--- config.mk ---
export PLATFORM = sky130hd
export DESIGN_NAME = hw_ctrl_seq
export DESIGN_NICKNAME = d
export VERILOG_FILES = /design/src/rtl/hwcs_pkg.sv /design/src/rtl/hwcs_decode.sv /design/src/rtl/hwcs_seq.sv /design/src/rtl/hwcs_dpath.sv /design/src/rtl/hw_ctrl_seq.sv
export SDC_FILE = /design/constraint.sdc
export NUM_CORES = 1
export LEC_CHECK = 0
export BUFFER_PORTS_ARGS = -buffer_cell sky130_fd_sc_hd__buf_2
export CAP_MARGIN = 20
export CORE_MARGIN = 3
export CORE_UTILIZATION = 45
export CTS_CLUSTER_DIAMETER = 60
export CTS_CLUSTER_SIZE = 12
export DETAILED_ROUTE_END_ITERATION = 10
export PLACE_DENSITY = 0.7
export SYNTH_ARGS = -nofsm -noshare
export SYNTH_HDL_FRONTEND = slang
export SYNTH_SLANG_ARGS = --single-unit
--- constraint.sdc ---
create_clock -name clk -period 3.1 [get_ports clk]
set_clock_uncertainty 0.2 [all_clocks]
set_input_delay 0.155 -clock clk [delete_from_list [all_inputs] [get_ports clk]]
set_output_delay 0.155 -clock clk [all_outputs]
set_load 0.05 [all_outputs]
--- src/rtl/hwcs_pkg.sv ---
package hwcs_pkg;

    typedef enum logic [1:0] {
        PH_FETCH = 2'b00,
        PH_INDIR = 2'b01,
        PH_EXEC  = 2'b10,
        PH_INTR  = 2'b11
    } phase_e;

    typedef enum logic [1:0] {
        T1 = 2'd0,
        T2 = 2'd1,
        T3 = 2'd2,
        T4 = 2'd3
    } step_e;

    localparam int OP_W = 3;
    localparam logic [OP_W-1:0] OPC_ADD  = 3'd0;
    localparam logic [OP_W-1:0] OPC_ISZ  = 3'd1;
    localparam logic [OP_W-1:0] OPC_BSA  = 3'd2;
    localparam logic [OP_W-1:0] OPC_HALT = 3'd7;

    // one bit per register transfer or strobe, plus sequencing
    typedef struct packed {
        logic   mar_pc;
        logic   mar_ir;
        logic   mar_save;
        logic   mbr_mem;
        logic   mbr_pc;
        logic   mbr_inc;
        logic   ir_mbr;
        logic   iraddr_mbr;
        logic   pc_inc;
        logic   pc_ir;
        logic   pc_vec;
        logic   r1_add;
        logic   mem_rd;
        logic   mem_wr;
        logic   ien_clr;
        logic   halt_set;
        logic   last;
        phase_e nxt;
    } ctrl_t;

endpackage

--- src/rtl/hwcs_decode.sv ---
module hwcs_decode
    import hwcs_pkg::*;
(
    input  phase_e          phase,
    input  step_e           step,
    input  logic [OP_W-1:0] op,
    input  logic            mbr_ind,
    input  logic            mbr_zero,
    input  logic            irq,
    input  logic            ien,
    input  logic            halted,
    output ctrl_t           ctl
);

    logic exec_done;

    always_comb begin
        ctl       = '0;
        ctl.nxt   = phase;
        exec_done = 1'b0;
        if (!halted) begin
            unique case (phase)
                PH_FETCH: begin
                    unique case (step)
                        T1: begin ctl.mar_pc = 1'b1; ctl.mem_rd = 1'b1; end
                        T2: begin ctl.mbr_mem = 1'b1; ctl.pc_inc = 1'b1; end
                        T3: begin
                            ctl.ir_mbr = 1'b1;
                            ctl.last   = 1'b1;
                            ctl.nxt    = mbr_ind ? PH_INDIR : PH_EXEC;
                        end
                        default: ;
                    endcase
                end
                PH_INDIR: begin
                    unique case (step)
                        T1: begin ctl.mar_ir = 1'b1; ctl.mem_rd = 1'b1; end
                        T2: ctl.mbr_mem = 1'b1;
                        T3: begin
                            ctl.iraddr_mbr = 1'b1;
                            ctl.last       = 1'b1;
                            ctl.nxt        = PH_EXEC;
                        end
                        default: ;
                    endcase
                end
                PH_EXEC: begin
                    unique case (op)
                        OPC_ADD: begin
                            unique case (step)
                                T1: begin ctl.mar_ir = 1'b1; ctl.mem_rd = 1'b1; end
                                T2: ctl.mbr_mem = 1'b1;
                                T3: begin ctl.r1_add = 1'b1; exec_done = 1'b1; end
                                default: ;
                            endcase
                        end
                        OPC_ISZ: begin
                            unique case (step)
                                T1: begin ctl.mar_ir = 1'b1; ctl.mem_rd = 1'b1; end
                                T2: ctl.mbr_mem = 1'b1;
                                T3: ctl.mbr_inc = 1'b1;
                                T4: begin
                                    ctl.mem_wr = 1'b1;
                                    ctl.pc_inc = mbr_zero;
                                    exec_done  = 1'b1;
                                end
                                default: ;
                            endcase
                        end
                        OPC_BSA: begin
                            unique case (step)
                                T1: begin ctl.mar_ir = 1'b1; ctl.mbr_pc = 1'b1; end
                                T2: begin ctl.pc_ir = 1'b1; ctl.mem_wr = 1'b1; end
                                T3: begin ctl.pc_inc = 1'b1; exec_done = 1'b1; end
                                default: ;
                            endcase
                        end
                        OPC_HALT: ctl.halt_set = 1'b1;
                        default:  exec_done = 1'b1;
                    endcase
                    if (exec_done) begin
                        ctl.last = 1'b1;
                        ctl.nxt  = (irq && ien) ? PH_INTR : PH_FETCH;
                    end
                end
                PH_INTR: begin
                    unique case (step)
                        T1: ctl.mbr_pc = 1'b1;
                        T2: begin ctl.mar_save = 1'b1; ctl.pc_vec = 1'b1; end
                        T3: begin
                            ctl.mem_wr  = 1'b1;
                            ctl.ien_clr = 1'b1;
                            ctl.last    = 1'b1;
                            ctl.nxt     = PH_FETCH;
                        end
                        default: ;
                    endcase
                end
                default: ;
            endcase
        end
    end

endmodule

--- src/rtl/hwcs_seq.sv ---
module hwcs_seq
    import hwcs_pkg::*;
(
    input  logic   clk,
    input  logic   rst_n,
    input  ctrl_t  ctl,
    output phase_e phase,
    output step_e  step,
    output logic   ien,
    output logic   halted
);

    // cycle code and timing step
    always_ff @(posedge clk) begin
        if (!rst_n) begin
            phase <= PH_FETCH;
            step  <= T1;
        end else if (ctl.last) begin
            phase <= ctl.nxt;
            step  <= T1;
        end else if (!halted && !ctl.halt_set) begin
            step  <= step_e'(step + 2'd1);
        end
    end

    // interrupt enable and halt flag
    always_ff @(posedge clk) begin
        if (!rst_n) begin
            ien    <= 1'b1;
            halted <= 1'b0;
        end else begin
            if (ctl.ien_clr)  ien    <= 1'b0;
            if (ctl.halt_set) halted <= 1'b1;
        end
    end

endmodule

--- src/rtl/hwcs_dpath.sv ---
module hwcs_dpath
    import hwcs_pkg::*;
#(
    parameter int                DATA_W    = 16,
    parameter int                ADDR_W    = 12,
    parameter logic [ADDR_W-1:0] SAVE_ADDR = 12'd0,
    parameter logic [ADDR_W-1:0] VEC_ADDR  = 12'd1
) (
    input  logic              clk,
    input  logic              rst_n,
    input  ctrl_t             ctl,
    input  logic [DATA_W-1:0] mem_rdata,
    output logic [ADDR_W-1:0] mem_addr,
    output logic [DATA_W-1:0] mem_wdata,
    output logic [OP_W-1:0]   op,
    output logic              mbr_ind,
    output logic              mbr_zero,
    output logic [ADDR_W-1:0] pc,
    output logic [ADDR_W-1:0] mar,
    output logic [DATA_W-1:0] mbr,
    output logic [DATA_W-1:0] ir,
    output logic [DATA_W-1:0] r1
);

    localparam int                PAD_W = DATA_W - ADDR_W;
    localparam logic [ADDR_W-1:0] ONE_A = 1;
    localparam logic [DATA_W-1:0] ONE_D = 1;

    logic [ADDR_W-1:0] mar_d;

    always_comb begin
        mar_d = mar;
        if (ctl.mar_pc)        mar_d = pc;
        else if (ctl.mar_ir)   mar_d = ir[ADDR_W-1:0];
        else if (ctl.mar_save) mar_d = SAVE_ADDR;
    end

    always_ff @(posedge clk) begin
        if (!rst_n) begin
            pc  <= '0;
            mar <= '0;
            mbr <= '0;
            ir  <= '0;
            r1  <= '0;
        end else begin
            mar <= mar_d;
            if (ctl.mbr_mem)      mbr <= mem_rdata;
            else if (ctl.mbr_pc)  mbr <= {{PAD_W{1'b0}}, pc};
            else if (ctl.mbr_inc) mbr <= mbr + ONE_D;
            if (ctl.ir_mbr)          ir <= mbr;
            else if (ctl.iraddr_mbr) ir[ADDR_W-1:0] <= mbr[ADDR_W-1:0];
            if (ctl.pc_inc)      pc <= pc + ONE_A;
            else if (ctl.pc_ir)  pc <= ir[ADDR_W-1:0];
            else if (ctl.pc_vec) pc <= VEC_ADDR;
            if (ctl.r1_add) r1 <= r1 + mbr;
        end
    end

    // a read carries the address being loaded so data lands in the MBR step
    assign mem_addr  = ctl.mem_rd ? mar_d : mar;
    assign mem_wdata = mbr;
    assign op        = ir[DATA_W-1 -: OP_W];
    assign mbr_ind   = mbr[ADDR_W];
    assign mbr_zero  = (mbr == '0);

endmodule

--- src/rtl/hw_ctrl_seq.sv ---
module hw_ctrl_seq
    import hwcs_pkg::*;
#(
    parameter int DATA_W = 16,
    parameter int ADDR_W = 12
) (
    input  logic              clk,
    input  logic              rst_n,
    input  logic              irq,
    output logic [ADDR_W-1:0] mem_addr,
    output logic              mem_rd,
    output logic              mem_wr,
    output logic [DATA_W-1:0] mem_wdata,
    input  logic [DATA_W-1:0] mem_rdata,
    output logic [1:0]        dbg_phase,
    output logic [1:0]        dbg_step,
    output logic [ADDR_W-1:0] dbg_pc,
    output logic [ADDR_W-1:0] dbg_mar,
    output logic [DATA_W-1:0] dbg_mbr,
    output logic [DATA_W-1:0] dbg_ir,
    output logic [DATA_W-1:0] dbg_r1,
    output logic              halted
);

    ctrl_t           ctl;
    phase_e          phase;
    step_e           step;
    logic            ien;
    logic [OP_W-1:0] op;
    logic            mbr_ind;
    logic            mbr_zero;

    hwcs_seq seq_i (
        .clk    (clk),
        .rst_n  (rst_n),
        .ctl    (ctl),
        .phase  (phase),
        .step   (step),
        .ien    (ien),
        .halted (halted)
    );

    hwcs_decode dec_i (
        .phase    (phase),
        .step     (step),
        .op       (op),
        .mbr_ind  (mbr_ind),
        .mbr_zero (mbr_zero),
        .irq      (irq),
        .ien      (ien),
        .halted   (halted),
        .ctl      (ctl)
    );

    hwcs_dpath #(
        .DATA_W (DATA_W),
        .ADDR_W (ADDR_W)
    ) dp_i (
        .clk       (clk),
        .rst_n     (rst_n),
        .ctl       (ctl),
        .mem_rdata (mem_rdata),
        .mem_addr  (mem_addr),
        .mem_wdata (mem_wdata),
        .op        (op),
        .mbr_ind   (mbr_ind),
        .mbr_zero  (mbr_zero),
        .pc        (dbg_pc),
        .mar       (dbg_mar),
        .mbr       (dbg_mbr),
        .ir        (dbg_ir),
        .r1        (dbg_r1)
    );

    assign mem_rd    = ctl.mem_rd;
    assign mem_wr    = ctl.mem_wr;
    assign dbg_phase = phase;
    assign dbg_step  = step;

endmodule

Word-level counts from Yosys, hierarchy flattened
Cells that the tools add are included.
Storage, ports and cells
  register bits: 78
  bits of input ports: 19
  output and inout bits: 107
  word-level logic and storage cells: 100
Operators by class
  add/subtract/negate cells: 4
  equal/unequal tests: 13
  muxes and demuxes: 54
  bitwise gates (word level): 2
  reductions and logical operators: 17
Operators with widths (count)
  two-way mux 12 bit: 9
  two-way mux 16 bit: 3
  two-way mux 1 bit: 24
  two-way mux 19 bit: 1
  adder 16 x 1 -> 16 bit, second input constant: 1
  adder 16 bit: 1
  logical NOT 16 bit: 1
  case mux 1 bit (2 select lines): 8
  adder 12 x 1 -> 12 bit, second input constant: 1
  two-way mux 3 bit: 4
  case mux 3 bit (4 select lines): 1
  == test 2 bit, second input constant: 4
  OR reduction 2 bit: 4
  two-way mux 2 bit: 3
  != test 2 x 1 -> 1 bit, second input constant: 3
  AND reduction 6 bit: 1
  nonzero test 3 bit: 2
  == test 2 x 1 -> 1 bit, second input constant: 2
  logical NOT 2 bit: 2
  == test 3 x 1 -> 1 bit, second input constant: 1
  == test 3 x 2 -> 1 bit, second input constant: 1
  == test 3 bit, second input constant: 1
  logical NOT 3 bit: 1
  case mux 1 bit (3 select lines): 1
  7 further kinds: 10

Logic depth before layout (Yosys ltp)
  word-level depth: 12
  gate-level depth with buffers: 10
  mapped depth without buffers: 9

Cells and area by module
Synthesis repeated with hierarchy kept, for this count alone.
Unflattened totals
  cell total of the unflattened synthesis: 673
  area, all modules: 5232.5 sq um
By module, submodules not included
  hwcs_dpath: times used 1, cells each 573, area an instance 4500.6 sq um, seq. area each 1441.4 sq um
  hwcs_decode: times used 1, cells each 79, area an instance 505.5 sq um, seq. area each 0.0 sq um
  hwcs_seq: times used 1, cells each 21, area an instance 226.5 sq um, seq. area each 120.1 sq um

Worst setup path after synthesis
No wires, ideal clock.
  kind: flip-flop to output port
  from: reg seq_i.phase[1]
  to: out mem_addr[10]
  arrival time: 2.646 ns
  required time: 2.745 ns
  path slack: 0.099 ns
  cell stages (with the launch flop): 7
  path buffers: 1
  path through: dfxtp_1 ha_1 nor3b_4 nor3_1 nor3_1 buf_2 mux2_2
On the way
  elaborated cells between the ends (all ways): 14
  classes of those cells: eq/ne: 3; mux: 9; reduce/logical: 2
RTL lines
  start: declaration: line hwcs_seq.sv:7  | output phase_e phase,
  start signal: assignment: line hwcs_seq.sv:19  | phase <= ctl.nxt;
  == test 2 x 1 -> 1 bit / logical NOT 2 bit (equally long branches): line hwcs_decode.sv:22  | unique case (phase)
  OR reduction 2 bit (no source line)
  case mux 1 bit (2 select lines) (*): line hwcs_decode.sv:22
  two-way mux 19 bit (*): line hwcs_decode.sv:21  | if (!halted) begin
  via mem_rd: line hw_ctrl_seq.sv:11  | output logic mem_rd,
  two-way mux 12 bit (*): line hwcs_dpath.sv:60  | assign mem_addr = ctl.mem_rd ? mar_d : mar;
  end: declaration: line hw_ctrl_seq.sv:10  | output logic [ADDR_W-1:0] mem_addr,
The timed path passes the listed nets; every way through them passes the cells marked *.

Final worst setup path
  from: reg seq_i.phase[1]
  to: out mem_addr[7]
On the way
  word-level cells in the longest chain between the ends: 7
  elaborated cells between the ends (all ways): 14
  classes of those cells: eq/ne: 3; mux: 9; reduce/logical: 2
Ends and longest elaborated chain
  == test 2 bit: line hwcs_decode.sv:22
  two-way mux 1 bit: line hwcs_decode.sv:22
  two-way mux 19 bit (*): line hwcs_decode.sv:21
  two-way mux 12 bit: line hwcs_dpath.sv:35  | else if (ctl.mar_save) mar_d = SAVE_ADDR;
  two-way mux 12 bit: line hwcs_dpath.sv:34  | else if (ctl.mar_ir) mar_d = ir[ADDR_W-1:0];
  two-way mux 12 bit: line hwcs_dpath.sv:33  | if (ctl.mar_pc) mar_d = pc;
  two-way mux 12 bit (*): line hwcs_dpath.sv:60
Every way passes the cells marked *; elsewhere a longest branch is shown, timed or not.

==> impl_metrics.yaml <==
setup_path:
  crit_type: "reg -> out"
  worstRegToRegCells: 7
  crit_fanout: 13
  cp_slowest_cell: "dfxtp_1"
  path_buf_inv: 2
  cp.required_ns: 2.74
  r2r_setup_slack_ns: 0.27
  r2r_start: "seq_i.phase[1]"
  crit_chain: "ha_1, nor3b_4, nor3_1, nor3_2, buf_4, mux2_2, buf_2"
  critPathTopFamily: "simple AND/OR/NAND/NOR gates"
  worst_setup_path_start_kind: "flop"
  cp-end-kind: "output port"
  crit_start: "seq_i.phase[1]"
  r2r-end: "dp_i.pc[2]"
  cpPeakStageDelay_ns: 0.42
  worstPathArrival_ns: 2.53
timing:
  finalHoldViolations: 0
  fin_hold_ws_ns: 0.167
  fin_tns_setup_ns: 0
  period_needed_ns: 2.89
  fin_crit_sh_pct: 93.2
  worst_slew_pin_slew_ns: 0.832
  setup_viol: 0
  maxSlewViolCount: 0
  max_freq_mhz: 346
  timing.final.ws_setup_ns: 0.212
  rsz0062_at_grt: "no"
  maxSlewHeadroom_pct: 44.5
die:
  pin_count: 126
  die-height_um: 113
  start_util_pct: 46.9
  std_cell_rows: 38
  coreArea_mm2: 0.0111
  die_x_um: 113
  die_area_mm2: 0.0129
yosys:
  postSynthCellCount: 668
  seq_area_frac_synth_pct: 30.1
  ys_types: 65
  avgSynthCellArea_um2: 7.78
  synth_warnings: 0
  ys_ff_latch: 78
  ys.flop_type: "dfxtp_1"
  synth_edf_count: 0
  synth_area_mm2: 0.00520
  async_flop_share_pct: 0
  syn-num-nets: 715
worst_hold_path:
  hold_start: "rst_n"
  min_to: "seq_i.ien"
  hold_depth: 2
  hold_path_class: "in -> reg"
grt:
  gr-usage-met3_pct: 4.83
  grt_overflow: 0
  grt_pass1_vias: 5088
  grt_use_met2_pct: 39.4
  grt_start_max_net_pins: 51
  grtUsageTotal_pct: 23.4
  busiest_layer: "met2"
  antenna_found_initial: 0
  use_met1_pct: 30.4
  grt_pass1_wl_mm: 25.0
cells_and_area:
  fin_util_pct: 57.3
  antennaDiodeCount: 0
  mostFrequentLayoutCells: "buf_2 (125), a21oi_1 (83), nand2_1 (78), dfxtp_1 (77), nor2_1 (52)"
  nNetsFinal: 833
  drive_gt1_share_pct: 23.8
  areaGrowthSynthToFinish_pct: 22.2
  final_common_cell: "buf_2"
clock_network:
  postCtsSetupBuffers: 0
  htreeDepth: 3
  cts_tree: "done"
  cts-root-buf: "clkbuf_16"
  clkLatencyLatePin_ns: 0.34
  cts.sinks: 78
  clk_pin_slew_ns: 0.06
  clock_path_buffers: 2
  cts_made_buffers: 9
drt:
  routedWlPerCell_um: 16.4
  ant_nets: 0
  first_pass_iters: 5
  route.detailed.drc: 0
  wirelength_mm: 15.3
  viasPerCell: 5.75
  drt_iter0_drc: 382
  vias: 5349
placed_design:
  io_buffers: 125
  place.gp.congestion: 0.927
  pre_cts_ws_ns: 0.329
  dp_hpwl_mm: 11.3
pwr:
  p_leak_nw: 2.95
  total_power_mw: 6.37
  power_density_mw_per_mm2: 1000
  vdd_ir_drop_max_mv: 0.949
status:
  outcome: "finished clean"
run:
  max_cap_viol_count: 0
-- stage by stage --
| stage | instances | instance area, um2 |
|---|---|---|
| after detailed placement | 898 | 5860 |
| final | 931 | 6350 |
| after global routing | 931 | 6350 |
| after global placement | 898 | 5860 |
| after floorplan | 668 | 5200 |
| after CTS | 931 | 6340 |
-- metal layers --
layer,up-vias,wire length (um)
met5,-,0
met4,0,311
met3,34,1170
met2,210,7160
met1,2501,6630
li1,2604,-
-- worst max-delay path by stage --
stage | end | depth (start not counted)
floorplan | mem_addr[10] | 6
global placement | dp_i.pc[10] | 8
detailed placement | dp_i.pc[11] | 8
CTS | mem_addr[4] | 8
global route | mem_addr[4] | 9
finish | mem_addr[7] | 7
-- sequential cells by signal, summed over array words and instances, names as in the netlist, 2 cells and up --
register     count
seq_i.phase      2
dp_i.r1         16
dp_i.mbr        16
seq_i.step       2
dp_i.ir         16
dp_i.mar        12
dp_i.pc         12
-- cells in the mapped netlist, types with 12 or more instances --
cell / instances / share of area [%]
a21oi_1: 83 / 8.0
and2_1: 28 / 3.4
dfxtp_1: 78 / 30
nand3_1: 24 / 2.3
nand2_1: 79 / 5.7
nor2_1: 52 / 3.8
ha_1: 27 / 6.5
mux2_2: 12 / 2.6
buf_4: 19 / 2.7
xor2_1: 12 / 2.0
clkbuf_1: 24 / 1.7
o21ai_0: 33 / 3.2
inv_1: 19 / 1.4
nor3_1: 12 / 1.2
xnor2_1: 13 / 2.2
a211oi_1: 14 / 2.0
mux2i_1: 19 / 3.7
-- power breakdown --
part           internal [mW]  total, mW  leakage, nW  switching [mW]
Combinational           1.11       3.83         2.17            2.72
Sequential              1.21       1.45        0.635           0.246
Clock                  0.666       1.09        0.144           0.422
-- layout make-up --
type / count / area (um2)
clock inverters: 5 / 57.6
fillers: 1037 / 4730
clock buffers: 11 / 253
repair buffers: 162 / 950
inverters: 20 / 75.1
well taps: 140 / 175
flip-flops and latches: 78 / 1560
multi-input cells: 515 / 3280
-- kinds of logic after synthesis --
| logic type | after synthesis | share of synthesized area (%) |
|---|---|---|
| xor gates and xnor gates | 25 | 4.21 |
| and+or+nand+nor | 251 | 24.5 |
| buffers and inverters | 75 | 7.03 |
| adders and majority gates | 28 | 6.89 |
| AOI/OAI and AO/OA | 179 | 20.9 |
| DFF | 78 | 30.1 |
| muxes | 32 | 6.48 |
-- repair_timing --
| item | 4_1_cts | 5_1_grt |
|---|---|---|
| hold buffers | 17 | 0 |
| hold endpoints to repair | 18 | 0 |
| resized for setup | 0 | 3 |
| setup endpoints to repair | 0 | 5 |
(Power assumes the default switching activity.)
